**src/rtl/touch_scan_seq.sv**
```systemverilog
module touch_scan_seq #(
  parameter int NKEYS        = 4,
  parameter int SETTLE_TICKS = 500,
  parameter int FAST_TICKS   = 60,
  parameter int SLOW_TICKS   = 160,
  parameter int RECAL_TICKS  = 4000,
  parameter int RELAX_TICKS  = 8000
) (
  input  logic             clk,
  input  logic             rst_n,
  input  logic             ms_tick,
  input  logic             fast_strap,
  input  logic [NKEYS-1:0] key_hit,
  output logic             fast_rate,
  output logic             scan_strobe,
  output logic             settled,
  output logic             recal_req
);
  localparam int SET_W = $clog2(SETTLE_TICKS + 1);
  localparam int PER_MAX = (FAST_TICKS > SLOW_TICKS) ? FAST_TICKS : SLOW_TICKS;
  localparam int PER_W = $clog2(PER_MAX + 1);
  localparam int RC_W  = $clog2(RECAL_TICKS + 1);
  localparam int RX_W  = $clog2(RELAX_TICKS + 1);

  logic [SET_W-1:0] settle_cnt;
  logic [PER_W-1:0] per_cnt;
  logic [RC_W-1:0]  recal_cnt;
  logic [RX_W-1:0]  relax_cnt;
  logic             promoted, rate_q, pending;

  wire             any_key    = settled & (|key_hit);
  wire [PER_W-1:0] period     = fast_rate ? PER_W'(FAST_TICKS) : PER_W'(SLOW_TICKS);
  wire             rate_chg   = fast_rate ^ rate_q;
  wire             strobe_due = settled & ms_tick & ~rate_chg & (per_cnt == period - 1'b1);

  assign fast_rate = settled & (fast_strap | promoted);

  always_ff @(posedge clk or negedge rst_n) begin
    if (!rst_n) begin
      settled    <= 1'b0;
      settle_cnt <= '0;
    end else if (!settled && ms_tick) begin
      if (settle_cnt == SET_W'(SETTLE_TICKS - 1)) settled <= 1'b1;
      else settle_cnt <= settle_cnt + 1'b1;
    end
  end

  always_ff @(posedge clk or negedge rst_n) begin
    if (!rst_n) begin
      per_cnt     <= '0;
      rate_q      <= 1'b0;
      scan_strobe <= 1'b0;
    end else begin
      rate_q      <= fast_rate;
      scan_strobe <= strobe_due;
      if (!settled || rate_chg) per_cnt <= '0;
      else if (ms_tick) per_cnt <= strobe_due ? '0 : per_cnt + 1'b1;
    end
  end

  always_ff @(posedge clk or negedge rst_n) begin
    if (!rst_n) begin
      promoted  <= 1'b0;
      relax_cnt <= '0;
    end else if (any_key) begin
      promoted  <= 1'b1;
      relax_cnt <= '0;
    end else if (settled && ms_tick && promoted) begin
      if (relax_cnt == RX_W'(RELAX_TICKS - 1)) begin
        promoted  <= 1'b0;
        relax_cnt <= '0;
      end else relax_cnt <= relax_cnt + 1'b1;
    end
  end

  always_ff @(posedge clk or negedge rst_n) begin
    if (!rst_n) begin
      recal_cnt <= '0;
      pending   <= 1'b0;
      recal_req <= 1'b0;
    end else begin
      recal_req <= strobe_due & pending & ~any_key;
      if (!settled || any_key) begin
        recal_cnt <= '0;
        pending   <= 1'b0;
      end else if (ms_tick && recal_cnt == RC_W'(RECAL_TICKS - 1)) begin
        recal_cnt <= '0;
        pending   <= 1'b1;
      end else begin
        if (ms_tick) recal_cnt <= recal_cnt + 1'b1;
        if (strobe_due) pending <= 1'b0;
      end
    end
  end
endmodule

```
**config.mk**
```make
export PLATFORM = sky130hd
export DESIGN_NAME = touch_scan_seq
export DESIGN_NICKNAME = d
export VERILOG_FILES = /design/src/rtl/touch_scan_seq.sv
export SDC_FILE = /design/constraint.sdc
export NUM_CORES = 1
export LEC_CHECK = 0
export ABC_AREA = 1
export BUFFER_PORTS_ARGS = -buffer_cell sky130_fd_sc_hd__clkbuf_2
export CORE_MARGIN = 1
export CORE_UTILIZATION = 55
export CTS_BUF_LIST = sky130_fd_sc_hd__clkbuf_8
export DETAILED_ROUTE_END_ITERATION = 8
export PLACE_DENSITY = 0.74
export SLEW_MARGIN = 10
export SYNTH_ARGS = -nofsm -noshare
export SYNTH_HDL_FRONTEND = slang
export SYNTH_SLANG_ARGS = --single-unit
```
**constraint.sdc**
```tcl
create_clock -name clk -period 1.8 [get_ports clk]
set_input_delay 0.36 -clock clk [delete_from_list [all_inputs] [get_ports clk]]
set_output_delay 0.36 -clock clk [all_outputs]
set_load 0.02 [all_outputs]
```
==> flow_summary_export.csv <==
group,metric,value,unit
placement,place_hpwl,3711,µm
setup_path,crit_path_max_incr_delay,0.50,ns
detailed_routing,dr.pass1.iters,4,
setup_path,cp_slowest_cell,"dfrtp_2",
sta,tightest_slew,0.4973,ns
die,die_area,5395,µm²
sta,skew,0.003301,ns
yosys,synth_fp_nets,381,
yosys,synth_cell_types,33,
sta,min_period_over_period,90.30,%
yosys,synth_warnings,0,
setup_path,crit_type,"reg2out",
cells_and_area,nets,400,
sta,slew_headroom,66.85,%
sta,finalSetupTns,0,ns
setup_path,r2r_cells,8,
yosys,ys_seq_area_share,42.78,%
detailed_routing,ant_nets,0,
setup_path,timing.critical_path.cells,"inv_4, nor2_4, clkbuf_2",
yosys,synthCells,369,
die,fp.dieW,73.45,µm
setup_path,rrSetupSlack,0.29,ns
clocking,cts_num_sinks,48,
status,violations,"negative hold slack",
status,status,"finished with violations",
setup_path,endpoint_kind,"primary output",
detailed_routing,num_vias,2234,
placement,place_area,2947,µm²
sta,finalHoldViolCount,1,
yosys,synth.avg_cell_area,7.609,µm²
detailed_routing,wl_met1,2612,µm
sta,drv_slew,0,
die,row_count,25,
detailed_routing,routed_wl,5091,µm
global_routing,grt_max_degree,31,
pwr,p_leak,0.001520,µW
cells_and_area,design_area,3057,µm²
setup_path,r2r-end,"recal_cnt[11]$_DFFE_PN0P_",
die,ios,12,
clocking,postCtsHoldBufs,0,
placement,gp_congestion,0.7958,
clocking,cts_root_buffer,"clkbuf_8",
cells_and_area,layout_common_cells,"nand2_1, dfrtp_1, nor2_1, inv_1, nand3_1",
clocking,path_clk_slew,0.09,ns
yosys,syn-cell-area,2808,µm²
cells_and_area,layout_commonest_cell,"nand2_1",
setup_path,r2r_start,"recal_cnt[0]$_DFFE_PN0P_",
global_routing,track_usage,21.82,%
yosys,synth_seq_cells,48,
sta,max_freq,615.3,MHz
sta,finalCriticalPeriod,1.625,ns
cells_and_area,area_delta_synth_final,8.868,%
pwr,ir_drop,0.0005613,V
cells_and_area,diodes,0,
global_routing,grt_pass1_wl,9025,µm
die,coreArea,4817,µm²
setup_path,cp.required,1.44,ns
sta,setup_viol,0,
die,die_y,73.45,µm
detailed_routing,highest_layer,"met4",
detailed_routing,wl_met2,2208,µm
setup_path,cp-start-kind,"flip-flop",
global_routing,overflow,0,
detailed_routing,wl_per_cell,11.16,µm
sta,hold-worst-slack,-0.0003323,ns
clocking,tritoncts,"yes",
placement,io_buffers,11,
sta,rsz0062_at_grt,"no",
setup_path,arrival,1.27,ns
global_routing,antenna_found_initial,0,
die,start_util,58.29,%
detailed_routing,wl_met3,173,µm
setup_path,path_max_fanout,7,
detailed_routing,drc_errors,0,
detailed_routing,drt-initial-drc-count,113,
flow_run,maxCapViolCount,0,
clocking,numCtsBuffers,5,
clocking,htreeDepth,2,
detailed_routing,vias_per_cell,4.899,
cells_and_area,drive_above_1_share,13.88,%
global_routing,grt_pass1_vias,2060,
clocking,cts.path.max_buffers,2,
pwr,powerDensity,702.1,nW/µm²
clocking,clkLatencyLatePin,0.31,ns
min_path,hold_path_class,"in2async",
pwr,total_power,2146,µW
==> logic make-up after synthesis <==
logic type      share of synthesized area, %
simple gates                           38.86
buf+inv                                7.576
flops                                  42.78
compound gates                         4.635
xor+xnor                               4.367
fa+ha+maj                              1.783
==> per-layer routing <==
metal	global-route usage (%)	vias to the layer above
met1	29.92	994
met2	33.23	30
met3	4.664	7
met5	0	-
met4	9.615	0
li1	-	1203
==> flip-flops by register name, summed over array words and instances (netlist names) <==
| signal | count |
|---|---|
| settle_cnt | 9 |
| promoted | 1 |
| recal_cnt | 12 |
| rate_q | 1 |
| scan_strobe | 1 |
| relax_cnt | 13 |
| pending | 1 |
| settled | 1 |
| recal_req | 1 |
| per_cnt | 8 |
==> critical path: cells and delay by family (launching register included) <==
family | cells | cell delay (ns)
DFF | 1 | 0.50
buffers and inverters | 2 | 0.29
and+or+nand+nor | 1 | 0.17
==> cell type report <==
class,instances,area (µm²)
Multi-Input combinational cell,271,1394
Sequential cell,48,1202
Clock buffer,6,82.58
Tap cell,67,83.83
Timing Repair Buffer,16,105.1
Inverter,46,177.7
Fill cell,452,1760
Clock inverter,2,11.26
==> cells in the mapped netlist, drive strengths merged <==
cell type / instances / area share (%)
dfrtp: 48 / 43
nor3: 11 / 2.1
a31oi: 1 / 0.22
inv: 44 / 6.0
o21ai: 12 / 2.1
nand4: 6 / 1.9
a211oi: 1 / 0.27
nand2: 121 / 19
a41oi: 1 / 0.31
buf: 4 / 1.2
a21oi: 8 / 1.4
nor3b: 2 / 0.71
a21o: 1 / 0.27
xor2: 14 / 4.4
nand3: 36 / 7.0
nor2: 52 / 8.3
nand3b: 1 / 0.27
ha: 4 / 1.8
clkinv: 2 / 0.36
==> what timing repair did <==
item | 4_1_cts | 5_1_grt
endpoints found under the hold margin | 0 | 0
gates resized for setup | 1 | 0
endpoints found under the setup margin | 1 | 1
setup buffers | 0 | 2
==> where the power goes <==
group	switching [µW]	total [µW]	internal, µW
combinational	166	266	100
clock	362	669	307
sequential	68.1	1210	1140
total	596	2150	1550
==> stage by stage <==
step                      hold WS, ns  setup slack [ns]  util (%)  instances
after CTS                     0.01087           0.06566     63.14        454
after floorplan               0.06441            0.3532         -        369
final                      -0.0003323            0.1747     63.45        456
after detailed placement       0.3477            0.1631     61.17        446
after global placement         0.3471            0.2237     61.17        446
after global routing          0.02435           0.01083     63.45        456
==> worst max-delay path by stage <==
stage,start,to,slack (ns),cells after the start
after floorplan,settled$_DFFE_PN0P_,per_cnt[2]$_DFFE_PN0P_,0.35,9
after detailed placement,settled$_DFFE_PN0P_,per_cnt[5]$_DFFE_PN0P_,0.16,8
after CTS,settled$_DFFE_PN0P_,fast_rate,0.07,3
after global routing,recal_cnt[0]$_DFFE_PN0P_,recal_cnt[10]$_DFFE_PN0P_,0.01,9
final,settled$_DFFE_PN0P_,fast_rate,0.17,3
after global placement,settled$_DFFE_PN0P_,recal_cnt[8]$_DFFE_PN0P_,0.22,7
No activity file was read; power rests on OpenSTA's default activity.
